--- config.mk ---
export PLATFORM = sky130hd
export DESIGN_NAME = ser_tx_ctrl
export DESIGN_NICKNAME = d
export VERILOG_FILES = /design/src/rtl/ser_tx_pkg.sv /design/src/rtl/ser_bitcnt.sv /design/src/rtl/ser_pattern.sv /design/src/rtl/ser_shifter.sv /design/src/rtl/ser_tx_ctrl.sv
export SDC_FILE = /design/constraint.sdc
export NUM_CORES = 1
export LEC_CHECK = 0
export ABC_AREA = 0
export BUFFER_PORTS_ARGS = -buffer_cell sky130_fd_sc_hd__clkbuf_2
export CAP_MARGIN = 20
export CORE_MARGIN = 4
export CORE_UTILIZATION = 43
export DETAILED_ROUTE_END_ITERATION = 12
export PLACE_DENSITY = 0.73
export REMOVE_ABC_BUFFERS = 1
export SLEW_MARGIN = 15
export SYNTH_ARGS = -nofsm -noshare
export SYNTH_HDL_FRONTEND = slang
export SYNTH_SLANG_ARGS = --single-unit
--- constraint.sdc ---
create_clock -name clk -period 1.3 [get_ports clk]
set_input_delay 0.13 -clock clk [delete_from_list [all_inputs] [get_ports clk]]
set_output_delay 0.13 -clock clk [all_outputs]
set_load 0.05 [all_outputs]
--- src/rtl/ser_tx_pkg.sv ---
package ser_tx_pkg;
  typedef enum logic [1:0] {
    MODE_ENC  = 2'b00,
    MODE_BYP  = 2'b01,
    MODE_TST  = 2'b10,
    MODE_TST2 = 2'b11
  } tx_mode_e;

  function automatic logic raw_path(input logic [1:0] m);
    return m == MODE_BYP;
  endfunction
endpackage

--- src/rtl/ser_bitcnt.sv ---
module ser_bitcnt #(
  parameter int WORD_W = 10,
  localparam int CNT_W = $clog2(WORD_W)
) (
  input  logic             clk,
  input  logic             rst,
  output logic [CNT_W-1:0] cnt,
  output logic             last,
  output logic             sync
);
  localparam logic [CNT_W-1:0] LAST = CNT_W'(WORD_W - 1);

  always_ff @(posedge clk) begin
    if (rst)              cnt <= '0;
    else if (cnt == LAST) cnt <= '0;
    else                  cnt <= cnt + 1'b1;
  end

  assign last = (cnt == LAST);
  assign sync = (cnt == '0);

  p_wrap_r2: assert property (@(posedge clk) disable iff (rst)
    last |=> (cnt == '0));
  p_step_r2: assert property (@(posedge clk) disable iff (rst)
    !last |=> (cnt == $past(cnt) + 1'b1));
endmodule

--- src/rtl/ser_pattern.sv ---
module ser_pattern #(
  parameter int          PAT_W = 8,
  parameter logic [PAT_W-1:0] SEED = 8'hA5,
  parameter logic [PAT_W-1:0] TAPS = 8'hB8
) (
  input  logic             clk,
  input  logic             rst,
  input  logic             active,
  input  logic             step,
  output logic [PAT_W-1:0] pat
);
  logic fb;
  assign fb = ^(pat & TAPS);

  always_ff @(posedge clk) begin
    if (rst || !active) pat <= SEED;
    else if (step)      pat <= {pat[PAT_W-2:0], fb};
  end

  p_seed_r8: assert property (@(posedge clk) disable iff (rst)
    !active |=> (pat == SEED));
  p_hold_r8: assert property (@(posedge clk) disable iff (rst)
    (active && !step) |=> (pat == $past(pat)));
endmodule

--- src/rtl/ser_shifter.sv ---
module ser_shifter #(
  parameter int WORD_W = 10
) (
  input  logic              clk,
  input  logic              rst,
  input  logic              load,
  input  logic [WORD_W-1:0] word,
  output logic              sout
);
  logic [WORD_W-1:0] sh;

  always_ff @(posedge clk) begin
    if (rst)       sh <= '0;
    else if (load) sh <= word;
    else           sh <= {1'b0, sh[WORD_W-1:1]};
  end

  assign sout = sh[0];

  p_shift_r11: assert property (@(posedge clk) disable iff (rst)
    !load |=> (sh == ($past(sh) >> 1)));
  p_load_r11: assert property (@(posedge clk) disable iff (rst)
    load |=> (sout == $past(word[0])));
endmodule

--- src/rtl/ser_tx_ctrl.sv ---
module ser_tx_ctrl #(
  parameter int          WORD_W = 10,
  parameter int          DATA_W = 8,
  parameter logic [DATA_W-1:0] SEED = 8'hA5,
  localparam int CNT_W = $clog2(WORD_W)
) (
  input  logic              clk,
  input  logic              rst,
  input  logic [1:0]        mode,
  input  logic              bist_n,
  input  logic              in_valid,
  output logic              in_ready,
  input  logic [WORD_W-1:0] in_raw,
  input  logic [DATA_W-1:0] in_data,
  input  logic              in_ctrl,
  output logic [DATA_W-1:0] enc_in_data,
  output logic              enc_in_ctrl,
  input  logic [WORD_W-1:0] enc_code,
  output logic              ser_out,
  output logic              word_sync
);
  import ser_tx_pkg::*;

  logic [CNT_W-1:0]  cnt;
  logic              last;
  logic              bist_on;
  logic              take;
  logic [DATA_W-1:0] pat;
  logic [WORD_W-1:0] next_word;

  assign bist_on = !bist_n;

  ser_bitcnt #(.WORD_W(WORD_W)) u_cnt (
    .clk(clk), .rst(rst), .cnt(cnt), .last(last), .sync(word_sync)
  );

  ser_pattern #(.PAT_W(DATA_W), .SEED(SEED)) u_pat (
    .clk(clk), .rst(rst), .active(bist_on), .step(last), .pat(pat)
  );

  assign in_ready    = last && !bist_on;
  assign take        = in_valid && in_ready;
  assign enc_in_data = bist_on ? pat : in_data;
  assign enc_in_ctrl = bist_on ? 1'b0 : in_ctrl;

  always_comb begin
    if (bist_on)                next_word = enc_code;
    else if (!take)             next_word = '0;
    else if (raw_path(mode))    next_word = in_raw;
    else                        next_word = enc_code;
  end

  ser_shifter #(.WORD_W(WORD_W)) u_sh (
    .clk(clk), .rst(rst), .load(last), .word(next_word), .sout(ser_out)
  );

  p_no_ready_bist_r6: assert property (@(posedge clk) disable iff (rst)
    bist_on |-> !in_ready);
  p_ready_edge_r9: assert property (@(posedge clk) disable iff (rst)
    in_ready |-> word_sync == 1'b0 && $past(cnt) == CNT_W'(WORD_W - 2));
  p_bist_ctrl_r6: assert property (@(posedge clk) disable iff (rst)
    bist_on |-> !enc_in_ctrl);
endmodule

Yosys cells after proc, flatten, opt, wreduce, memory -nomap -nowiden:

Index checks and enable logic that the tools add are counted.
Widths: inputs -> output; s select.

* $add $sub $neg: 1
* multiply operators: 0
* div/mod/pow operators: 0
* order comparisons: 0
* eq/ne operators: 2
* shifts and indexed selects: 0
* mux-type cells: 6
* bitwise operators: 1
* reductions and logical operators: 7

Operator list (count)
* $mux 10: 3
* $mux 9: 1
* $mux 8: 1
* $reduce_xor 8->1: 1
* $add 4x1->4 const B: 1
* $eq 4x4->1 const B: 1
* $logic_not 4->1: 1
* $reduce_or 2->1: 2
* $eq 2x1->1 const B: 1
* $logic_and 1x1->1: 2
* $logic_or 1x1->1: 1
* $mux 1: 1
* $not 1->1: 1

* flip-flop bits (word level): 22
* bits in latches: 0
* bits in writable memories: 0
* memory bits (read-only): 0
* input port bits: 35
* output and inout port bits: 12
* word-level logic and storage cells: 21
* memories kept: 0

Longest topological paths before layout:

* depth after elaboration: 6
* depth in mapped cells: 7

Modules after synthesis:

A second synthesis with hierarchy kept.

* cell total of the unflattened synthesis: 110
* area, all modules: 1128.6 sq um

Modules (own cells, without submodules)
* ser_shifter: times used 1, cells an instance 31, area each 352.8 sq um
* ser_pattern: times used 1, cells an instance 30, area each 329.1 sq um
* ser_tx_ctrl: times used 1, cells an instance 27, area each 242.7 sq um
* ser_bitcnt: times used 1, cells an instance 22, area each 203.9 sq um

Least setup slack after synthesis:

OpenSTA, ideal clock, no wires.

* kind: register -> output
* start: register u_cnt.cnt[0]
* end: output in_ready
* data arrival time: 1.657 ns
* required time: 1.170 ns
* path slack: -0.487 ns
* cell stages (with the launch flop): 6
* cell sequence: dfxtp_1 > ha_1 > nand2_1 > or2_1 > buf_2 > nor2_1

* cells in the longest elaborated chain, start to end: 2

RTL lines
* start: declaration: RTL line ser_bitcnt.sv:7 `output logic [CNT_W-1:0] cnt,`
* start signal: assignment: RTL line ser_bitcnt.sv:16 `else cnt <= cnt + 1'b1;`
* $eq 4x4->1: RTL line ser_bitcnt.sv:19 `assign last = (cnt == LAST);`
* $logic_and 1x1->1: RTL line ser_tx_ctrl.sv:41 `assign in_ready = last && !bist_on;`
* end: declaration: RTL line ser_tx_ctrl.sv:12 `output logic in_ready,`

No other way between the ends.

Worst setup path in the final report:

* start: register u_cnt.cnt[1]
* end: output in_ready

The elaborated chain is that of the path after synthesis.

==> impl_metrics.csv <==
group,metric,value,unit
synthesis,yosysSeqAreaShare,0.353,
drt,via_count,1238,
die,initial_core_util,0.453,
global_route,grt_start_max_net_pins,15,
drt,first_pass_iters,4,
cells_and_area,areaGrowthSynthToFinish,53.8,%
global_route,grt_pass1_vias,1123,
timing,finalSetupViolations,23,
cells_and_area,final_core_util,0.696,
die,placement_rows,19,
global_route,globalRouteTotalUtil,0.167,
timing,hold_viol,0,
drt,dr_wl_met2,1.88,mm
drt,drt_iter0_drc,30,
drt,wl_met1,1.53,mm
flow_run,drv_cap,0,
synthesis,synth_cell_types,27,
cts,cts.sinks,22,
critical_path,r2r-end,"u_sh.sh[1]",
timing,finalMaxSlewViolations,0,
power_and_ir_drop,p_leak,0.842,nW
critical_path,ff2ff_path_depth,8,
drt,wl_per_cell,15.6,um
power_and_ir_drop,total_power,1.48,mW
power_and_ir_drop,vdd_ir_drop_max,0.000736,V
timing,worst_pin_slew,569,ps
hold_path,hold_depth,3,
synthesis,yosysWarningCount,0,
die,die_h,61.9,um
synthesis,synth_area_leader_cell,"dfxtp_1",
critical_path,r2r_slack,-180,ps
timing,fin_crit_sh,1.18,
die,die_x,61.9,um
die,dieArea,3830,um^2
timing,relSlewSlack,0.621,
cts,ctsHoldBuffers,0,
placed_design,io_buffers,46,
global_route,globalRoute.totalOverflow,0,
timing,fin_ws,-236,ps
cts,clock_path_buffers,2,
cts,clkSlewWorstSetupHoldPaths,130,ps
die,core_area,2760,um^2
global_route,grt_pass1_wl,4.79,mm
drt,vias_per_cell,5.38,
placed_design,dp_hpwl,2.18,mm
timing,finalCriticalPeriod,1540,ps
critical_path,required,1170,ps
run_status,violations,"setup timing",
synthesis,syn_area,1250,um^2
placed_design,gp_congestion,0.764,
drt,drtAntennaViolNets,0,
synthesis,synth_area_leaders,"dfxtp_1, a221oi_2, mux2_4",
critical_path,endpoint_kind,"output port",
drt,wl_met3,157,um
power_and_ir_drop,p_per_area,769,nW/um^2
drt,drc,0,
cts,ctsRootBufferMaster,"clkbuf_4",
cts,cts_buffers,3,
cts,tritoncts,"done",
synthesis,ys_seq_elements,22,
die,io_pins,47,
cells_and_area,n_antenna_cell,0,
synthesis,avgSynthCellArea,9.61,um^2
critical_path,arrival,1410,ps
run_status,status,"complete, but fails checks",
global_route,grt_antenna_before_repair,0,
critical_path,r2r_start,"u_cnt.cnt[1]",
synthesis,postSynthCellCount,130,
critical_path,critPathLaunchType,"register",
cells_and_area,layout-drive-gt1-share,0.688,
hold_path,min_path_type,"in -> reg",
critical_path,criticalPathCategory,"reg -> out",
drt,finalWirelength,3.60,mm
hold_path,min_to,"u_sh.sh[9]",
hold_path,hold_path.startpoint,"enc_code[9]",
synthesis,synth_top_area_share,0.353,
cells_and_area,final_nets,238,
critical_path,crit_fanout,2,
timing,fmax,0.651,GHz
timing,grt_setup_unrepaired,"yes",
timing,fin_worst_skew,12.0,ps
drt,top_layer,"met4",
cts,clkLatencyLatePin,310,ps
cts,htree_levels,1,
## registers in the layout (all words and copies together) (netlist names)
name	cells
u_pat.pat	8
u_sh.sh	10
u_cnt.cnt	4
## worst max-delay path by stage
stage / start / to
detailed placement: u_cnt.cnt[1] / u_sh.sh[8]
global route: u_cnt.cnt[1] / in_ready
floorplan: u_cnt.cnt[0] / in_ready
global placement: u_cnt.cnt[1] / u_sh.sh[6]
CTS: u_cnt.cnt[1] / in_ready
finish: u_cnt.cnt[1] / in_ready
## stage by stage
stage                     worst slack [ps]  cells  setup TNS, ps  area [um^2]  hold WS, ps
after floorplan                       -608    122          -3680         1190          202
after global placement               -94.0    216           -707         1590          384
after detailed placement              -128    216          -1260         1590          385
after CTS                             -276    224          -1790         1750         61.5
after global routing                  -283    230          -3530         1920         61.0
final                                 -236    230          -2530         1920         58.0
## Yosys cell counts
| library cell | count |
|---|---|
| a211oi_1 | 1 |
| a21oi_1 | 5 |
| a221oi_1 | 1 |
| a221oi_2 | 8 |
| and2_1 | 2 |
| and3_1 | 1 |
| buf_2 | 4 |
| buf_6 | 3 |
| clkbuf_1 | 1 |
| dfxtp_1 | 22 |
| ha_1 | 3 |
| inv_1 | 3 |
| mux2_2 | 9 |
| mux2_4 | 8 |
| nand2_1 | 18 |
| nand3_1 | 3 |
| nor2_1 | 12 |
| nor2_2 | 1 |
| nor2b_1 | 1 |
| nor2b_4 | 1 |
| nor3_1 | 11 |
| nor3b_1 | 3 |
| o211ai_1 | 1 |
| o21ai_0 | 1 |
| or2_1 | 1 |
| or2_2 | 1 |
| xnor2_1 | 5 |
## cell usage in the layout (no fill, tap or decap), types with 4 or more instances in the layout
cell type and count:
a21oi_2 4, nor3_1 10, xnor2_1 5, buf_4 20, dfxtp_1 15, nand2_1 10
mux2_2 9, nor2_1 11, clkbuf_2 36, buf_6 10, nand2_2 6, mux2_4 8
dfxtp_2 6, a221oi_2 7, clkbuf_4 5
## where the power goes
group          switching, mW  internal (mW)  total (mW)
clock network          0.215          0.171       0.386
logic                  0.211          0.189       0.400
registers            0.00714          0.683       0.691
## routing by layer
layer	vias to the layer above	global-route usage
li1	598	-
met3	4	0.0331
met5	-	0
met1	602	0.209
met4	0	0.0424
met2	34	0.291
## cell families after synthesis
kind of cell | count (synthesis) | share of synthesized area
compound gates | 17 | 0.139
fa+ha+maj | 3 | 0.0301
buf+inv | 11 | 0.0551
xor+xnor | 5 | 0.0351
mux | 17 | 0.177
flops | 22 | 0.353
simple gates | 55 | 0.210
## cell type report
class | instances | area [um^2]
Multi-Input combinational cell | 97 | 877
Fill cell | 207 | 837
Timing Repair Buffer | 73 | 503
Sequential cell | 22 | 452
Tap cell | 31 | 38.8
Clock buffer | 4 | 36.3
Inverter | 3 | 13.8
## repair_timing
action,in CTS,in global routing
endpoints found under the hold margin,0,0
buffers inserted,3,5
gates resized for setup,29,47
gates cloned,1,2
pin swaps,14,8
setup endpoints to repair,23,29
## critical path, stage by stage, from the launching register on
cell	delay, ps
dfxtp_2	340
inv_2	70
ha_4	140
nand2_2	50
or2_4	250
nor2_4	90
buf_8	150
No activity file was read; power rests on OpenSTA's default activity.
